File: src/rtl/busmon_pkg.sv
package busmon_pkg;
   localparam int BUS_W   = 32;
   localparam int ADDR_W  = 6;
   localparam int K_W     = 3;
   localparam int NUM_W   = 3;
   localparam int NUM_VAL = 6;

   localparam logic [ADDR_W-1:0] OFS_CTRL   = 6'h00;
   localparam logic [ADDR_W-1:0] OFS_AVG    = 6'h20;
   localparam logic [ADDR_W-1:0] OFS_STATUS = 6'h24;

   // control bit positions
   localparam int CB_EN      = 31;
   localparam int CB_PERIOD  = 18;
   localparam int CB_K_LSB   = 10;
   localparam int CB_LO_LSB  = 23;
   localparam int CB_HI_LSB  = 26;
   localparam int CB_AVLO_IE = 20;
   localparam int CB_AVHI_IE = 21;
   localparam int CB_LO_IE   = 29;
   localparam int CB_HI_IE   = 30;

   // status vector index (status bits 31..28 = index 3..0)
   localparam int ST_LSB = 28;

   typedef enum logic [2:0] {
      V_HI_WM   = 3'd0,
      V_LO_WM   = 3'd1,
      V_INIT    = 3'd2,
      V_AVHI_WM = 3'd3,
      V_AVLO_WM = 3'd4,
      V_WEIGHT  = 3'd5
   } val_idx_e;

   typedef struct packed {
      logic             en;
      logic             periodic;
      logic [K_W-1:0]   k;
      logic [NUM_W-1:0] lo_m1;
      logic [NUM_W-1:0] hi_m1;
      logic [3:0]       ie;   // {hi, lo, avg_hi, avg_lo}
   } cfg_t;

   function automatic logic [ADDR_W-1:0] val_ofs(input int idx);
      return ADDR_W'(4 * (idx + 1));
   endfunction

   function automatic cfg_t decode_ctrl(input logic [BUS_W-1:0] c);
      cfg_t r;
      r.en       = c[CB_EN];
      r.periodic = c[CB_PERIOD];
      r.k        = c[CB_K_LSB +: K_W];
      r.lo_m1    = c[CB_LO_LSB +: NUM_W];
      r.hi_m1    = c[CB_HI_LSB +: NUM_W];
      r.ie       = {c[CB_HI_IE], c[CB_LO_IE], c[CB_AVHI_IE], c[CB_AVLO_IE]};
      return r;
   endfunction
endpackage

File: src/rtl/busmon_regfile.sv
module busmon_regfile
   import busmon_pkg::*;
#(
   parameter int CNT_W = 32
) (
   input  logic              clk,
   input  logic              rst_n,
   input  logic              we_i,
   input  logic [ADDR_W-1:0] addr_i,
   input  logic [BUS_W-1:0]  wdata_i,
   output logic [BUS_W-1:0]  rdata_o,
   input  logic [CNT_W-1:0]  avg_i,
   input  logic [3:0]        set_i,
   output logic [BUS_W-1:0]  ctrl_o,
   output logic [CNT_W-1:0]  val_o [NUM_VAL],
   output logic [3:0]        status_o
);
   function automatic logic [BUS_W-1:0] zext(input logic [CNT_W-1:0] x);
      logic [BUS_W-1:0] r;
      r = '0;
      r[CNT_W-1:0] = x;
      return r;
   endfunction

   logic [BUS_W-1:0] ctrl_q;
   logic [3:0]       st_q;
   logic [3:0]       clr_mask;

   always_ff @(posedge clk or negedge rst_n) begin
      if (!rst_n) ctrl_q <= '0;
      else if (we_i && addr_i == OFS_CTRL) ctrl_q <= wdata_i;
   end

   for (genvar i = 0; i < NUM_VAL; i++) begin : g_val
      logic [CNT_W-1:0] q;
      always_ff @(posedge clk or negedge rst_n) begin
         if (!rst_n) q <= '0;
         else if (we_i && addr_i == val_ofs(i)) q <= wdata_i[CNT_W-1:0];
      end
      assign val_o[i] = q;
   end

   assign clr_mask = (we_i && addr_i == OFS_STATUS) ? wdata_i[ST_LSB +: 4] : 4'b0;

   always_ff @(posedge clk or negedge rst_n) begin
      if (!rst_n) st_q <= '0;
      else        st_q <= (st_q & ~clr_mask) | set_i;
   end

   always_comb begin
      rdata_o = '0;
      if (addr_i == OFS_CTRL)   rdata_o = ctrl_q;
      if (addr_i == OFS_AVG)    rdata_o = zext(avg_i);
      if (addr_i == OFS_STATUS) rdata_o = {st_q, {ST_LSB{1'b0}}};
      for (int i = 0; i < NUM_VAL; i++)
         if (addr_i == val_ofs(i)) rdata_o = zext(val_o[i]);
   end

   assign ctrl_o   = ctrl_q;
   assign status_o = st_q;

   AST_W1C_ONLY_CLEARS: assert property (@(posedge clk) disable iff (!rst_n)
      (set_i == 4'b0) |=> ((st_q & ~$past(st_q)) == 4'b0));
endmodule

File: src/rtl/busmon_accum.sv
module busmon_accum #(
   parameter int CNT_W    = 32,
   parameter bit SATURATE = 1'b1
) (
   input  logic             clk,
   input  logic             rst_n,
   input  logic             en_i,
   input  logic             tick_i,
   input  logic             evt_i,
   input  logic [CNT_W-1:0] weight_i,
   output logic [CNT_W-1:0] acc_o
);
   logic [CNT_W-1:0] acc_q;
   logic [CNT_W:0]   sum;
   logic [CNT_W-1:0] add_v;

   assign sum = {1'b0, acc_q} + {1'b0, weight_i};

   if (SATURATE) begin : g_sat
      assign add_v = sum[CNT_W] ? {CNT_W{1'b1}} : sum[CNT_W-1:0];
      AST_NO_WRAP: assert property (@(posedge clk) disable iff (!rst_n)
         (en_i && !tick_i && evt_i) |=> (acc_q >= $past(acc_q)));
   end else begin : g_wrap
      assign add_v = sum[CNT_W-1:0];
   end

   always_ff @(posedge clk or negedge rst_n) begin
      if (!rst_n)      acc_q <= '0;
      else if (!en_i)  acc_q <= '0;
      else if (tick_i) acc_q <= evt_i ? weight_i : '0;
      else if (evt_i)  acc_q <= add_v;
   end

   assign acc_o = acc_q;

   AST_IDLE_ZERO: assert property (@(posedge clk) disable iff (!rst_n)
      !en_i |=> (acc_q == '0));
endmodule

File: src/rtl/busmon_ema.sv
module busmon_ema #(
   parameter int CNT_W = 32,
   parameter int K_W   = 3
) (
   input  logic             clk,
   input  logic             rst_n,
   input  logic             load_i,
   input  logic             upd_i,
   input  logic [K_W-1:0]   k_i,
   input  logic [CNT_W-1:0] sample_i,
   input  logic [CNT_W-1:0] init_i,
   output logic [CNT_W-1:0] avg_o,
   output logic [CNT_W-1:0] avg_next_o
);
   logic [CNT_W-1:0]        avg_q;
   logic signed [CNT_W:0]   diff;
   logic signed [CNT_W:0]   step_v;
   logic [K_W:0]            shamt;
   logic [CNT_W:0]          tmp;

   assign shamt  = {1'b0, k_i} + 1'b1;
   assign diff   = $signed({1'b0, sample_i}) - $signed({1'b0, avg_q});
   assign step_v = diff >>> shamt;
   assign tmp    = {1'b0, avg_q} + $unsigned(step_v);
   assign avg_next_o = tmp[CNT_W-1:0];

   always_ff @(posedge clk or negedge rst_n) begin
      if (!rst_n)      avg_q <= '0;
      else if (load_i) avg_q <= init_i;
      else if (upd_i)  avg_q <= avg_next_o;
   end

   assign avg_o = avg_q;

   AST_AVG_LOAD: assert property (@(posedge clk) disable iff (!rst_n)
      load_i |=> (avg_q == $past(init_i)));
   AST_AVG_HOLD: assert property (@(posedge clk) disable iff (!rst_n)
      (!load_i && !upd_i) |=> $stable(avg_q));
   AST_AVG_BETWEEN: assert property (@(posedge clk) disable iff (!rst_n)
      (upd_i && !load_i && sample_i >= avg_q) |=>
         (avg_q >= $past(avg_q) && avg_q <= $past(sample_i)));
endmodule

File: src/rtl/busmon_streak.sv
module busmon_streak #(
   parameter int NUM_W = 3
) (
   input  logic             clk,
   input  logic             rst_n,
   input  logic             clr_i,
   input  logic             step_i,
   input  logic             hit_i,
   input  logic [NUM_W-1:0] limit_m1_i,
   output logic             fire_o
);
   logic [NUM_W-1:0] cnt_q;

   assign fire_o = step_i && hit_i && (cnt_q == limit_m1_i);

   always_ff @(posedge clk or negedge rst_n) begin
      if (!rst_n)      cnt_q <= '0;
      else if (clr_i)  cnt_q <= '0;
      else if (step_i) begin
         if (!hit_i || fire_o) cnt_q <= '0;
         else                  cnt_q <= cnt_q + 1'b1;
      end
   end

   AST_MISS_RESETS: assert property (@(posedge clk) disable iff (!rst_n)
      (step_i && !hit_i) |=> (cnt_q == '0));
   AST_HIT_ADVANCES: assert property (@(posedge clk) disable iff (!rst_n)
      (step_i && hit_i && !clr_i && !fire_o) |=> (cnt_q == $past(cnt_q) + 1'b1));
endmodule

File: src/rtl/busmon_chan.sv
module busmon_chan
   import busmon_pkg::*;
#(
   parameter int CNT_W    = 32,
   parameter bit SATURATE = 1'b1
) (
   input  logic              clk,
   input  logic              rst_n,
   input  logic              tick_i,
   input  logic              event_i,
   input  logic              reg_we_i,
   input  logic [ADDR_W-1:0] reg_addr_i,
   input  logic [BUS_W-1:0]  reg_wdata_i,
   output logic [BUS_W-1:0]  reg_rdata_o,
   output logic              irq_o
);
   if (CNT_W < 8 || CNT_W > BUS_W) begin : g_bad_width
      $error("busmon_chan: CNT_W must lie in 8..32");
   end

   logic [BUS_W-1:0] ctrl_w;
   logic [CNT_W-1:0] val_w [NUM_VAL];
   logic [3:0]       status_w;
   logic [3:0]       set_w;
   logic [CNT_W-1:0] acc_w, avg_w, avg_next_w;
   cfg_t             cfg;
   logic             en_q, load_w, step_w;
   logic [1:0]       hit_v, fire_v;
   logic [NUM_W-1:0] lim_v [2];

   assign cfg = decode_ctrl(ctrl_w);

   always_ff @(posedge clk or negedge rst_n) begin
      if (!rst_n) en_q <= 1'b0;
      else        en_q <= cfg.en;
   end

   assign load_w = cfg.en && !en_q;
   assign step_w = cfg.en && en_q && cfg.periodic && tick_i;

   busmon_regfile #(.CNT_W(CNT_W)) u_regs (
      .clk(clk), .rst_n(rst_n), .we_i(reg_we_i), .addr_i(reg_addr_i),
      .wdata_i(reg_wdata_i), .rdata_o(reg_rdata_o), .avg_i(avg_w),
      .set_i(set_w), .ctrl_o(ctrl_w), .val_o(val_w), .status_o(status_w)
   );

   busmon_accum #(.CNT_W(CNT_W), .SATURATE(SATURATE)) u_acc (
      .clk(clk), .rst_n(rst_n), .en_i(cfg.en), .tick_i(step_w),
      .evt_i(event_i), .weight_i(val_w[V_WEIGHT]), .acc_o(acc_w)
   );

   busmon_ema #(.CNT_W(CNT_W), .K_W(K_W)) u_ema (
      .clk(clk), .rst_n(rst_n), .load_i(load_w), .upd_i(step_w),
      .k_i(cfg.k), .sample_i(acc_w), .init_i(val_w[V_INIT]),
      .avg_o(avg_w), .avg_next_o(avg_next_w)
   );

   assign hit_v[0] = acc_w > val_w[V_HI_WM];
   assign hit_v[1] = acc_w < val_w[V_LO_WM];
   assign lim_v[0] = cfg.hi_m1;
   assign lim_v[1] = cfg.lo_m1;

   for (genvar d = 0; d < 2; d++) begin : g_streak
      busmon_streak #(.NUM_W(NUM_W)) u_streak (
         .clk(clk), .rst_n(rst_n), .clr_i(!cfg.en || load_w),
         .step_i(step_w), .hit_i(hit_v[d]), .limit_m1_i(lim_v[d]),
         .fire_o(fire_v[d])
      );
   end

   assign set_w = step_w ? {fire_v[0], fire_v[1],
                            avg_next_w > val_w[V_AVHI_WM],
                            avg_next_w < val_w[V_AVLO_WM]} : 4'b0;

   assign irq_o = |(status_w & cfg.ie);

   AST_IRQ_HAS_SOURCE: assert property (@(posedge clk) disable iff (!rst_n)
      irq_o |-> (status_w != 4'b0));
   AST_NO_SET_WITHOUT_TICK: assert property (@(posedge clk) disable iff (!rst_n)
      !step_w |=> ((status_w & ~$past(status_w)) == 4'b0));
   AST_SINGLE_RAW_SIDE: assert property (@(posedge clk) disable iff (!rst_n)
      $onehot0(fire_v) || (val_w[V_LO_WM] > val_w[V_HI_WM]));
endmodule

File: config.mk
export PLATFORM = sky130hd
export DESIGN_NAME = busmon_chan
export DESIGN_NICKNAME = d
export VERILOG_FILES = /design/src/rtl/busmon_pkg.sv /design/src/rtl/busmon_regfile.sv /design/src/rtl/busmon_accum.sv /design/src/rtl/busmon_ema.sv /design/src/rtl/busmon_streak.sv /design/src/rtl/busmon_chan.sv
export SDC_FILE = /design/constraint.sdc
export NUM_CORES = 1
export LEC_CHECK = 0
export ABC_AREA = 1
export ABC_CLOCK_PERIOD_IN_PS = 9100
export BUFFER_PORTS_ARGS = -buffer_cell sky130_fd_sc_hd__buf_4
export CELL_PAD_IN_SITES_DETAIL_PLACEMENT = 0
export CELL_PAD_IN_SITES_GLOBAL_PLACEMENT = 1
export CORE_ASPECT_RATIO = 1.75
export CORE_MARGIN = 3
export CORE_UTILIZATION = 51
export CTS_CLUSTER_DIAMETER = 40
export DETAILED_ROUTE_END_ITERATION = 10
export GPL_TIMING_DRIVEN = 1
export PLACE_DENSITY = 0.87
export SYNTH_ARGS = -nofsm -noshare
export SYNTH_HDL_FRONTEND = slang
export SYNTH_SLANG_ARGS = --single-unit
File: constraint.sdc
create_clock -name clk -period 9.1 [get_ports clk]
set_clock_uncertainty 0.2 [all_clocks]
set_input_delay 0 -clock clk [delete_from_list [all_inputs] [get_ports clk]]
set_output_delay 0 -clock clk [all_outputs]
set_load 0.02 [all_outputs]
# Word level (Yosys, flattened, before mapping)
# Index checks and enable logic that the tools add are counted.
dict set report word_totals {
  ff_bits 299
  latchBits 0
  ram_bits 0
  mem_bits_ro 0
  inputBits 43
  output_inout_bits 33
  wordCells 90
  memories 0
}
dict set report classes {
  add_sub_neg 6
  multipliers 0
  n_div 0
  n_lt_le_gt_ge 4
  eq_ne 11
  n_shift 1
  mux 24
  bitwise 4
  reduce_logical 27
}
# op n
set ops {}
lappend ops {{$mux 32} 16}
lappend ops {{$gt 32x32->1} 2}
lappend ops {{$lt 32x32->1} 2}
lappend ops {{$add 32x32->33} 1}
lappend ops {{$sshr 33x4->32} 1}
lappend ops {{$sub 32x32->33} 1}
lappend ops {{$add 32x32->32} 1}
lappend ops {{$eq 6x5->1 const B} 3}
lappend ops {{$mux 3} 6}
lappend ops {{$logic_and 1x1->1} 16}
lappend ops {{$eq 6x4->1 const B} 2}
lappend ops {{$eq 6x6->1 const B} 2}
lappend ops {{$and 4x4->4} 2}
lappend ops {{$mux 4} 2}
lappend ops {{$add 3x1->3 const B} 2}
lappend ops {{$eq 3x3->1} 2}
lappend ops {{$eq 6x3->1 const B} 1}
lappend ops {{$logic_not 6->1} 1}
lappend ops {{$add 3x1->4 const B} 1}
lappend ops {{$logic_not 1->1} 4}
lappend ops {{$not 4->4} 1}
lappend ops {{$or 4x4->4} 1}
lappend ops {{$reduce_bool 2->1} 2}
lappend ops {{$reduce_or 4->1} 1}
lappend ops {{other kinds (2)} 4}

# Depth between registers and ports, before layout
# Gate-level depths: netlist of run 1.
dict set report logic_depth {
  word_depth 10
  ltp_mapped 44
  mapped_depth_nobuf 44
}

# Modules after synthesis
# A second synthesis of run 1 with hierarchy kept.
dict set report hier_totals {
  cells_unflattened 3748
  area_unflattened_um2 25124.1
}
# mod n_inst cells_per_inst area_each_um2 seq_area_each_um2
set by_module_without_submodules {}
lappend by_module_without_submodules {busmon_regfile 1 1245 10291.1 5705.5}
lappend by_module_without_submodules {busmon_ema 1 1127 6648.9 800.8}
lappend by_module_without_submodules {busmon_accum 1 740 4304.1 800.8}
lappend by_module_without_submodules {busmon_chan 1 560 3412.0 25.0}
lappend by_module_without_submodules {busmon_streak 2 38 234.0 75.1}

# Least setup slack after synthesis of run 1
# No wires, ideal clock.
dict set report synth_path {
  path_type {reg-to-reg}
  start {register u_acc.acc_q[0] (netlist: u_acc.acc_o[0])}
  end {register u_regs.st_q[1] (netlist: u_regs.status_o[1])}
  setup_ns 0.120
  arrival_ns 4.863
  required_time_ns 8.780
  path_slack_ns 3.916
  stages_incl_launch_ff 40
  n_path_buf 0
  synth_period_minus_slack_ns 5.184
  path_cell_list {dfrtp_1 -> inv_1 -> ha_1 -> inv_1 -> fa_1 -> nand2_1 -> nand2_1 -> nand3_1 -> nand2_1 -> nand2_1 -> nand2_2 -> a21oi_2 -> xnor2_1 -> or2_1 -> nand3_1 -> nand3_1 -> a21oi_1 -> a21oi_1 -> [4 not listed] -> nand2_1 -> a21oi_2 -> nand2_1 -> nand2_1 -> nand2_1 -> nand2_1 -> nand3_1 -> nand3_1 -> nand3_1 -> and2_1 -> ha_1 -> nand2_1 -> nor2_1 -> nand4_1 -> nor4_1 -> nand4_1 -> nand3_1 -> nand2_1}
}
dict set report synth_via {
  elab_chain_cells 6
}
# element line_no
set synth_lines {}
lappend synth_lines {{start: declaration} busmon_accum.sv:13} ;# logic [CNT_W-1:0] acc_q;
lappend synth_lines {{start signal: assignment} busmon_accum.sv:30} ;# else if (tick_i) acc_q <= evt_i ? weight_i : '0;
lappend synth_lines {{start signal: assignment} busmon_accum.sv:31} ;# else if (evt_i) acc_q <= add_v;
lappend synth_lines {{$sub 32x32->33} busmon_ema.sv:22} ;# assign diff = $signed({1'b0, sample_i}) - $signed({1'b0, avg_q});
lappend synth_lines {{$sshr 33x4->32} busmon_ema.sv:23} ;# assign step_v = diff >>> shamt;
lappend synth_lines {{$add 32x32->32} busmon_ema.sv:24} ;# assign tmp = {1'b0, avg_q} + $unsigned(step_v);
lappend synth_lines {{$gt 32x32->1} busmon_chan.sv:72} ;# avg_next_w > val_w[V_AVHI_WM],
lappend synth_lines {{$mux 4} busmon_chan.sv:71} ;# assign set_w = step_w ? {fire_v[0], fire_v[1],
lappend synth_lines {{$or 4x4->4} busmon_regfile.sv:47} ;# else st_q <= (st_q & ~clr_mask) | set_i;
lappend synth_lines {{end signal: assignment} busmon_regfile.sv:47}
lappend synth_lines {{end: declaration} busmon_regfile.sv:26} ;# logic [3:0] st_q;
# Every way passes these cells.
# A chain may end at the register's enable or synchronous reset.

# Final worst setup path of run 1
dict set report layout_path {
  start {register u_ema.avg_q[17] (netlist: u_ema.avg_o[17])}
  end {register u_regs.st_q[1] (netlist: u_regs.status_o[1])}
}
dict set report layout_via {
  elab_chain_cells 6
}
# element line_no
set layout_lines {}
lappend layout_lines {{start: declaration} busmon_ema.sv:15} ;# logic [CNT_W-1:0] avg_q;
lappend layout_lines {{start signal: assignment} busmon_ema.sv:29} ;# else if (load_i) avg_q <= init_i;
lappend layout_lines {{start signal: assignment} busmon_ema.sv:30} ;# else if (upd_i) avg_q <= avg_next_o;
lappend layout_lines {{$sub 32x32->33} busmon_ema.sv:22}
lappend layout_lines {{$sshr 33x4->32} busmon_ema.sv:23}
lappend layout_lines {{$add 32x32->32 (*)} busmon_ema.sv:24}
lappend layout_lines {{$gt 32x32->1 (*)} busmon_chan.sv:72}
lappend layout_lines {{$mux 4 (*)} busmon_chan.sv:71}
lappend layout_lines {{$or 4x4->4 (*)} busmon_regfile.sv:47}
# Every way passes the cells marked *; elsewhere a longest branch is shown, timed or not.

==> reports/metrics.yaml, run 1 <==
run_status:
  status: "completed"
logic_synthesis:
  synth-simple-area-share_pct: 23.12
  async_flop_share_pct: 100.0
  syn-cell-area_um2: 22750
  synth_xor_area_share_pct: 3.080
  yosysWarnings: 0
  synth_edf_count: 0
  syn-num-nets: 3421
  ys_top_cells_by_area: "dfrtp_1 33%, nand2_1 13%, ha_1 12%, o21ai_0 8.8%, inv_1 6.0%"
  synth_top_family_by_area: "simple AND/OR/NAND/NOR gates"
  ys_ff_latch: 299
  synth_compound_area_share_pct: 20.11
  ys_types: 60
  synth_adder_area_share_pct: 12.59
  yosys.area.top_type_share_pct: 32.90
  synth_mux_area_share_pct: 0.08801
  synthCells: 3151
  syn_avg_cell_area_um2: 7.219
  yosysSeqAreaShare_pct: 32.90
  ys.flop_type: "dfrtp_1"
  yosysTopAreaCell: "dfrtp_1"
routing:
  vias_per_cell: 6.168
  wire_per_inst_um: 24.50
  drtPass1Iterations: 5
  drc: 0
  wirelength_um: 93340
  drtIter0Drc: 2385
  ant_nets: 0
  num_vias: 23500
sta:
  finalCritPeriodShare_pct: 87.83
  hold_viol: 0
  tightest_slew_ns: 1.199
  drv_slew: 0
  setup_viol: 0
  max_freq_mhz: 125.1
  hold_ws_ns: 0.03063
  period_needed_ns: 7.992
  rsz0062_at_grt: "no"
  slew_headroom_pct: 19.98
  setup_tns_ns: 0
floorplan:
  die_h_um: 285.4
  std_cell_rows: 101
  die_area_um2: 47270
  die_x_um: 165.6
  initial_core_util_pct: 52.02
  design.core.area_um2: 43720
  ioPinCount: 76
final_layout:
  fin_nets: 3491
  syn_to_final_growth_pct: 11.51
  antenna_cells: 0
  drive_above_1_share_pct: 7.244
  most-common-layout-cells: "774 x nand2_1, 401 x o21ai_0, 365 x inv_1, 299 x dfrtp_1, 224 x ha_1"
  nFillCells: 4244
  finalNonFillerCells: 3810
  final_cell_area_um2: 25360
  final_common_cell: "nand2_1"
power:
  ir_drop_mv: 0.1615
  power.leakage_nw: 12.48
  power_density_nw_per_um2: 332.4
  p_total_w: 0.008432
place:
  place_congestion: 1.074
  dp_hpwl_um: 71480
  dpl-instance-area_um2: 23880
  portBuffers: 75
  placedCellCount: 3712
critical_path:
  end_kind: "flop"
  critPathMostFrequentCell: "nand3_1"
  ff2ff_setup_slack_ns: 1.11
  critical_path_class: "reg2reg"
  rr_worst_depth: 29
  timing.rr.start: "u_ema.avg_o[17]$_DFFE_PN0P_"
  r2r-end: "u_regs.status_o[1]$_DFF_PN0_"
  path_max_fanout: 4
  critPathLaunchType: "flop"
  cp_slowest_cell: "nor4_1"
  cpPeakStageDelay_ns: 0.75
  required_ns: 9.29
  critical_path_arrival_ns: 8.18
global_route:
  grt_max_degree: 78
  grtUsageMet2_pct: 66.30
  antenna_found_initial: 0
  track_usage_pct: 38.44
  grt-ovfl-total: 0
  use_met3_pct: 5.659
  grt_pass1_vias: 23240
  grt_pass1_wl_um: 139500
  gr-usage-met1_pct: 44.81
  busiest_layer: "met2"
clock_network:
  cts_buffers: 35
  cts_root_buf: "clkbuf_16"
  clock_latency_ns: 0.54
  cts_setup_buffers: 0
  clk_pin_slew_ns: 0.07
  cts.sinks: 299
  clock_path_buffers: 3
  ctsResizeCount: 0
  cts_tree: "yes"
  htree_levels: 2
hold_path:
  hold_start: "tick_i"
  hold_path_end: "u_ema.avg_o[17]$_DFFE_PN0P_"
  hold_class: "in2reg"
  hold_depth: 4
job:
  maxCapViolCount: 0
how the worst max path moves through the flow:
| stage | from | end | slack, ns | depth (start not counted) |
|---|---|---|---|---|
| after global routing | u_ema.avg_o[18]$_DFFE_PN0P_ | u_regs.status_o[1]$_DFF_PN0_ | 1.0 | 33 |
| final | u_ema.avg_o[17]$_DFFE_PN0P_ | u_regs.status_o[1]$_DFF_PN0_ | 1.11 | 29 |
| after global placement | u_ema.avg_o[18]$_DFFE_PN0P_ | u_regs.status_o[1]$_DFF_PN0_ | 1.17 | 33 |
| after detailed placement | u_ema.avg_o[17]$_DFFE_PN0P_ | u_regs.status_o[1]$_DFF_PN0_ | 1.37 | 31 |
| after CTS | u_ema.avg_o[17]$_DFFE_PN0P_ | u_regs.status_o[1]$_DFF_PN0_ | 1.32 | 31 |
| after floorplan | u_acc.acc_o[0]$_DFFE_PN0P_ | u_regs.status_o[1]$_DFF_PN0_ | 3.92 | 39 |
critical path: cells and delay by family, from the launching register on:
kind,cells,cell delay (ns)
flops,1,0.50
fa+ha+maj,3,0.93
compound gates,1,0.13
buf+inv,2,0.19
xor+xnor,1,0.33
simple gates,22,5.54
area by class of cell:
cell class / instances / area (um^2) / area share, %
multi-input cells: 2369 / 13480 / 53.14
inverters: 374 / 1418 / 5.589
well taps: 566 / 708.2 / 2.792
clock buffers: 43 / 945.9 / 3.729
flip-flops and latches: 299 / 7482 / 29.50
clock inverters: 17 / 143.9 / 0.5673
repair buffers: 142 / 1186 / 4.677
cells in the mapped netlist (6+ instances only):
| master | count |
|---|---|
| nand2_2 | 13 |
| nor3_1 | 26 |
| o21a_1 | 6 |
| or2_2 | 8 |
| a21oi_2 | 7 |
| a2111oi_0 | 11 |
| a21oi_1 | 190 |
| xor2_1 | 53 |
| nand4_1 | 28 |
| o21ai_1 | 20 |
| a211o_1 | 7 |
| xnor2_1 | 27 |
| nand3_1 | 180 |
| o221ai_1 | 16 |
| a21o_1 | 10 |
| ha_1 | 224 |
| dfrtp_1 | 299 |
| a221oi_1 | 14 |
| nor2_1 | 197 |
| buf_2 | 13 |
| nand2_1 | 781 |
| a22oi_1 | 19 |
| o21ai_0 | 401 |
| inv_1 | 365 |
| o211ai_1 | 24 |
| clkbuf_1 | 87 |
| buf_1 | 8 |
| o2111ai_1 | 20 |
| o22ai_1 | 11 |
| o21bai_1 | 10 |
per-layer routing:
metal,up-vias,part of all wire (%)
met5,-,0
met4,0,7.7
met3,337,7.4
met2,1168,48
met1,11230,37
li1,10770,-
registers in the layout, indices dropped and copies added, names as in the netlist:
register	cells
g_streak.u_streak.cnt_q	6
en_q	1
u_regs.status_o	4
u_acc.acc_o	32
u_ema.avg_o	32
u_regs.ctrl_o	32
u_regs.g_val.q	192
through the flow:
stage	worst slack (ns)	utilization, %
global placement	1.171	54.60
CTS	1.323	58.01
detailed placement	1.367	54.60
global route	0.9972	58.01
finish	1.108	58.01
floorplan	3.916	-
cell families (layout without fill, tap and decap cells):
| kind of cell | Yosys count | after routing |
|---|---|---|
| DFF | 299 | 299 |
| muxes | 2 | 2 |
| AOI/OAI and AO/OA | 797 | 797 |
| and+or+nand+nor | 1263 | 1263 |
| buffers and inverters | 483 | 576 |
| adders and majority gates | 227 | 227 |
| xor gates and xnor gates | 80 | 80 |
power by group:
part	leakage [nW]	total (W)	switching, W	internal (W)
clock network	0.535	0.00137	0.000611	0.000756
logic	7.93	0.00536	0.00364	0.00172
registers	4.02	0.00171	0.000195	0.00151
what timing repair did:
item	in CTS	in global routing
endpoints found under the setup margin	0	0
hold buffers	38	0
hold endpoints to repair	367	0
Note: power is estimated with default switching activity, not from simulation.
==> inputs of run 2 (changes only) <==
--- a/config.mk
+++ b/config.mk
@@ -12,11 +12,11 @@
 export CELL_PAD_IN_SITES_GLOBAL_PLACEMENT = 1
 export CORE_ASPECT_RATIO = 1.75
 export CORE_MARGIN = 3
-export CORE_UTILIZATION = 51
+export CORE_UTILIZATION = 23
 export CTS_CLUSTER_DIAMETER = 40
 export DETAILED_ROUTE_END_ITERATION = 10
 export GPL_TIMING_DRIVEN = 1
-export PLACE_DENSITY = 0.87
+export PLACE_DENSITY = 0.46
 export SYNTH_ARGS = -nofsm -noshare
 export SYNTH_HDL_FRONTEND = slang
 export SYNTH_SLANG_ARGS = --single-unit
==> reports/metrics.yaml, run 2 (synthesis gave the netlist of run 1 again) <==
critical_path:
  cpPeakStageDelay_ns: 1.02
  rr_worst_depth: 36
  critical_path_arrival_ns: 8.41
  critical_path_class: "reg2reg"
  path_max_fanout: 4
  critPathLaunchType: "flop"
  required_ns: 9.43
  critPathMostFrequentCell: "nand2_1"
  cp_slowest_cell: "nor3_1"
  end_kind: "flop"
power:
  p_switching_w: 0.004651
  p_int_w: 0.004201
  power_density_nw_per_um2: 331.5
  ir_drop_mv: 0.1262
  comb_power_share_pct: 61.2
  swShare_pct: 52.55
  power.leakage_nw: 12.68
  clkPwrFrac_pct: 19.3
  p_total_w: 0.008852
  pwr-share-seq_pct: 19.5
sta:
  slew_headroom_pct: 9.864
  max_freq_mhz: 123.7
  drv_slew: 0
  tightest_slew_ns: 1.342
  rsz0062_at_grt: "no"
  period_needed_ns: 8.087
  hold_viol: 0
  setup_viol: 0
  finalCritPeriodShare_pct: 88.87
  setup_tns_ns: 0
global_route:
  use_met3_pct: 1.449
  grt_pass1_wl_um: 163400
  gr-usage-met1_pct: 25.30
  busiest_layer: "met2"
  grt_pass1_vias: 23190
  grtUsageMet2_pct: 40.92
  track_usage_pct: 21.66
  antenna_found_initial: 2
  grt_max_degree: 139
  grt-ovfl-total: 0
routing:
  drtPass1Iterations: 6
  vias_per_cell: 4.926
  drtIter0Drc: 1653
  wire_per_inst_um: 24.79
  wirelength_um: 113500
  ant_nets: 0
  drc: 0
  num_vias: 22560
place:
  portBuffers: 75
  place_congestion: 0.8886
  dp_hpwl_um: 89080
job:
  maxCapViolCount: 0
clock_network:
  cts_buffers: 43
  ctsResizeCount: 0
  cts.sinks: 299
  clk_pin_slew_ns: 0.07
  clock_latency_ns: 0.59
  cts_setup_buffers: 0
  htree_levels: 2
  cts_tree: "yes"
  clock_path_buffers: 3
  cts_root_buf: "clkbuf_16"
floorplan:
  std_cell_rows: 152
  die_h_um: 422.0
  initial_core_util_pct: 23.18
  die_area_um2: 102900
  design.core.area_um2: 98130
  die_x_um: 243.7
  ioPinCount: 76
final_layout:
  regMostFlops: "u_regs.g_val.q"
  fin_nets: 3507
  nFillCells: 11020
  syn_to_final_growth_pct: 17.38
  largest_reg_flops: 192
  drive_above_1_share_pct: 7.984
  most-common-layout-cells: "774 x nand2_1, 401 x o21ai_0, 365 x inv_1, 299 x dfrtp_1, 224 x ha_1"
  final_common_cell: "nand2_1"
hold_path:
  hold_class: "in2reg"
  hold_depth: 4
run_status:
  status: "completed"
-- run 2: worst max-delay path, delay by kind of cell (launching register included) --
kind	cells	cell delay (ns)
adders and majority gates	4	1.31
DFF	1	0.40
buffers and inverters	3	0.41
and+or+nand+nor	20	3.71
AOI/OAI and AO/OA	8	1.81
xor gates and xnor gates	1	0.19
-- run 2: final cells by class --
cell class / count / area (um^2) / area share (%)
diodes: 2 / 5.005 / 0.01874
clock buffers: 51 / 1167 / 4.372
clock inverters: 26 / 246.5 / 0.9232
inverters: 374 / 1418 / 5.310
multi-input cells: 2369 / 13480 / 50.49
flip-flops and latches: 299 / 7482 / 28.02
well taps: 1309 / 1638 / 6.134
repair buffers: 150 / 1264 / 4.733
-- run 2: path summary, 6_finish.rpt --
check,start,end,slack (ns)
setup / recovery,u_acc.acc_o[0]$_DFFE_PN0P_,u_regs.status_o[1]$_DFF_PN0_,1.01
hold / removal,reg_wdata_i[17],u_regs.g_val[2].q[17]$_DFFE_PN0P_,0.13
setup reg to reg,u_acc.acc_o[0]$_DFFE_PN0P_,u_regs.status_o[1]$_DFF_PN0_,1.01
hold reg to reg,u_regs.g_val[4].q[2]$_DFFE_PN0P_,u_regs.g_val[4].q[2]$_DFFE_PN0P_,0.28
max in group asynchronous,rst_n,u_regs.g_val[1].q[2]$_DFFE_PN0P_,6.66
min in group asynchronous,rst_n,u_ema.avg_o[30]$_DFFE_PN0P_,0.36
-- run 2: power groups by stage --
stage                     registers, W  clock network [W]  logic [W]
after floorplan                0.00164                  0    0.00353
after global placement         0.00174                  0    0.00543
after detailed placement       0.00175                  0    0.00542
after CTS                      0.00172            0.00176    0.00547
after global routing           0.00174            0.00179    0.00606
final                          0.00173            0.00171    0.00542
-- run 2: stage by stage --
stage / hold WS, ns / utilization [%] / worst slack (ns) / cells / instance area (um^2)
after floorplan: -0.4956 / - / 3.916 / 3151 / 22750
after global placement: -0.07784 / 25.34 / 0.8333 / 4461 / 24860
after detailed placement: -0.07352 / 25.34 / 0.9315 / 4461 / 24860
after CTS: 0.08447 / 27.20 / 0.9448 / 4578 / 26690
after global routing: 0.1451 / 27.20 / 0.7832 / 4578 / 26690
final: 0.1253 / 27.21 / 1.013 / 4580 / 26700
-- run 2: timing repair --
item | CTS | global route
hold buffers | 40 | 0
endpoints found under the setup margin | 0 | 0
endpoints found under the hold margin | 371 | 0
-- run 2: per-layer routing --
layer | share of wire (%) | vias up | wire length [um]
li1 | - | 10820 | -
met4 | 4.0 | 0 | 4550
met5 | 0 | - | 0
met3 | 2.7 | 136 | 3009
met1 | 40 | 11120 | 45810
met2 | 53 | 485 | 60170
==> inputs of run 3 (changes only) <==
--- a/config.mk
+++ b/config.mk
@@ -5,18 +5,17 @@
 export SDC_FILE = /design/constraint.sdc
 export NUM_CORES = 1
 export LEC_CHECK = 0
-export ABC_AREA = 1
 export ABC_CLOCK_PERIOD_IN_PS = 9100
 export BUFFER_PORTS_ARGS = -buffer_cell sky130_fd_sc_hd__buf_4
 export CELL_PAD_IN_SITES_DETAIL_PLACEMENT = 0
 export CELL_PAD_IN_SITES_GLOBAL_PLACEMENT = 1
 export CORE_ASPECT_RATIO = 1.75
-export CORE_MARGIN = 3
+export CORE_MARGIN = 2
 export CORE_UTILIZATION = 23
 export CTS_CLUSTER_DIAMETER = 40
 export DETAILED_ROUTE_END_ITERATION = 10
 export GPL_TIMING_DRIVEN = 1
-export PLACE_DENSITY = 0.46
+export PLACE_DENSITY = 0.44
 export SYNTH_ARGS = -nofsm -noshare
 export SYNTH_HDL_FRONTEND = slang
 export SYNTH_SLANG_ARGS = --single-unit
==> reports/metrics.yaml, run 3 <==
logic_synthesis:
  syn_avg_cell_area_um2: 9.003
  yosysWarnings: 0
  yosysSeqAreaShare_pct: 31.53
  yosysMostFrequentCell: "dfrtp_1"
  syn-num-nets: 2906
  yosys.area.top_type_share_pct: 31.53
  synth_edf_count: 0
  ys_top_cells_by_area: "dfrtp_1 32%, ha_1 12%, mux2_2 9.5%, a21oi_1 4.0%, nand2_1 3.9%"
  async_flop_share_pct: 100.0
  ys_types: 79
  yosysTopAreaCell: "dfrtp_1"
  synth.top_cells.by_count: "299 x dfrtp_1, 248 x nand2_1, 224 x ha_1"
  synthCells: 2636
  ys.flop_type: "dfrtp_1"
  syn-cell-area_um2: 23730
  ys_ff_latch: 299
power:
  p_total_w: 0.009475
  pwr-share-seq_pct: 18.6
  power.leakage_nw: 13.29
  comb_power_share_pct: 64.7
  power_density_nw_per_um2: 340.0
  swShare_pct: 49.60
  ir_drop_mv: 0.1388
  p_switching_w: 0.004699
  p_int_w: 0.004776
  clkPwrFrac_pct: 16.8
final_layout:
  syn_to_final_growth_pct: 17.43
  fin_util_pct: 27.27
  most-common-layout-cells: "299 x dfrtp_1, 243 x nand2_1, 224 x ha_1, 200 x mux2_2, 194 x inv_1"
  fin_nets: 2998
  final_common_cell: "dfrtp_1"
  nFillCells: 10840
  largest_reg_flops: 192
  drive_above_1_share_pct: 17.08
  regMostFlops: "u_regs.g_val.q"
  antenna_cells: 0
critical_path:
  timing.rr.start: "u_acc.acc_o[0]$_DFFE_PN0P_"
  cpPeakStageDelay_ns: 0.51
  startpoint: "u_acc.acc_o[0]$_DFFE_PN0P_"
  end_kind: "flop"
  rr_worst_depth: 33
  critPathMostFrequentCell: "o21ai_0"
  required_ns: 9.40
  critical_path_class: "reg2reg"
  path_max_fanout: 4
  critPathLaunchType: "flop"
  critical_path_arrival_ns: 8.95
  cp_slowest_cell: "o21ai_0"
floorplan:
  initial_core_util_pct: 23.22
  ioPinCount: 76
  die_h_um: 428.9
  design.core.area_um2: 102200
  die_area_um2: 105900
  std_cell_rows: 155
  die_x_um: 246.8
sta:
  tightest_slew_ns: 1.081
  setup_viol: 0
  rsz0062_at_grt: "no"
  drv_slew: 0
  hold_viol: 0
  max_freq_mhz: 115.6
  period_needed_ns: 8.651
  worst_slack_ns: 0.4490
  finalCritPeriodShare_pct: 95.07
  slew_headroom_pct: 27.71
hold_path:
  hold_class: "in2reg"
  hold_depth: 4
  hold_start: "reg_wdata_i[22]"
clock_network:
  cts_root_buf: "clkbuf_16"
  cts_tree: "yes"
  htree_levels: 2
  cts_buffers: 39
  clock_latency_ns: 0.58
  cts.sinks: 299
  clock_path_buffers: 3
  clk_pin_slew_ns: 0.07
global_route:
  grt_pass1_wl_um: 158700
  grt_pass1_vias: 22110
  antenna_found_initial: 1
  grt-ovfl-total: 0
  grt_max_degree: 78
  track_usage_pct: 20.59
routing:
  drc: 0
  vias_per_cell: 5.205
  drtPass1Iterations: 7
  num_vias: 21290
  drtIter0Drc: 1436
  wire_per_inst_um: 26.92
  wirelength_um: 110100
  ant_nets: 0
place:
  portBuffers: 75
  dp_slack_ns: -0.5714
  dp_hpwl_um: 83720
  place_congestion: 0.8783
job:
  maxCapViolCount: 0
run_status:
  status: "completed"
-- run 3: critical path, delay by kind of cell (launching register included) --
| family | cells | cell delay (ns) |
|---|---|---|
| AO/OA/AOI/OAI | 15 | 3.89 |
| XOR/XNOR | 1 | 0.35 |
| adder cells (fa/ha/maj) | 4 | 1.17 |
| buffers and inverters | 2 | 0.21 |
| flip-flops | 1 | 0.41 |
| multiplexers | 3 | 0.58 |
| AND/OR/NAND/NOR | 8 | 1.76 |
-- run 3: cell type report --
class / instances / area, um^2 / area share [%]
multi-input cells: 2007 / 15180 / 54.48
flip-flops and latches: 299 / 7482 / 26.85
well taps: 1334 / 1669 / 5.989
repair buffers: 187 / 1541 / 5.531
clock buffers: 46 / 1022 / 3.668
inverters: 194 / 728.2 / 2.613
clock inverters: 24 / 242.7 / 0.8710
-- run 3: timing repair --
item / 4_1_cts / 5_1_grt
hold buffers: 40 / 0
setup buffers: 1 / 0
gates resized for setup: 3 / 9
pin swaps: 1 / 0
setup endpoints to repair: 2 / 2
cloned: 0 / 0
endpoints found under the hold margin: 384 / 0
-- run 3: cells by family after synthesis --
kind of cell	after synthesis	share of synthesized area, %
adders and majority gates	227	12.06
xor gates and xnor gates	95	3.506
AOI/OAI and AO/OA	805	22.84
buffers and inverters	330	5.251
DFF	299	31.53
and+or+nand+nor	596	11.46
muxes	284	13.35
-- run 3: final timing paths --
check	to	slack [ns]
setup / recovery	u_regs.status_o[0]$_DFF_PN0_	0.45
min in group asynchronous	u_regs.g_val[0].q[4]$_DFFE_PN0P_	0.42
max in group asynchronous	u_regs.g_val[4].q[26]$_DFFE_PN0P_	6.82
hold reg to reg	g_streak[0].u_streak.cnt_q[2]$_DFFE_PN0P_	0.29
setup reg to reg	u_regs.status_o[0]$_DFF_PN0_	0.45
hold / removal	u_regs.g_val[4].q[22]$_DFFE_PN0P_	0.04
-- run 3: power by group through the flow --
stage          clock (W)  combinational [W]  sequential (W)
3_5_place_dp           0            0.00601         0.00178
2_1_floorplan          0            0.00398         0.00167
4_1_cts          0.00164            0.00610         0.00175
3_3_place_gp           0            0.00605         0.00177
6_report         0.00159            0.00613         0.00176
5_1_grt          0.00168            0.00674         0.00178
-- run 3: through the flow --
step | TNS (ns) | hold WS, ns | instance area, um^2 | cells
floorplan | 0 | -0.4956 | 23730 | 2636
global placement | -1.037 | -0.1585 | 26090 | 3980
detailed placement | -1.104 | -0.1601 | 26090 | 3980
CTS | 0 | 0.01149 | 27820 | 4091
global route | 0 | 0.07594 | 27870 | 4091
finish | 0 | 0.04153 | 27870 | 4091
-- run 3: per-layer routing --
layer / vias up / GRT usage [%] / part of all wire [%]
li1: 9841 / - / -
met1: 10810 / 24.55 / 41
met2: 502 / 38.11 / 52
met3: 141 / 1.144 / 2.7
met4: 0 / 8.029 / 4.2
met5: - / 0 / 0
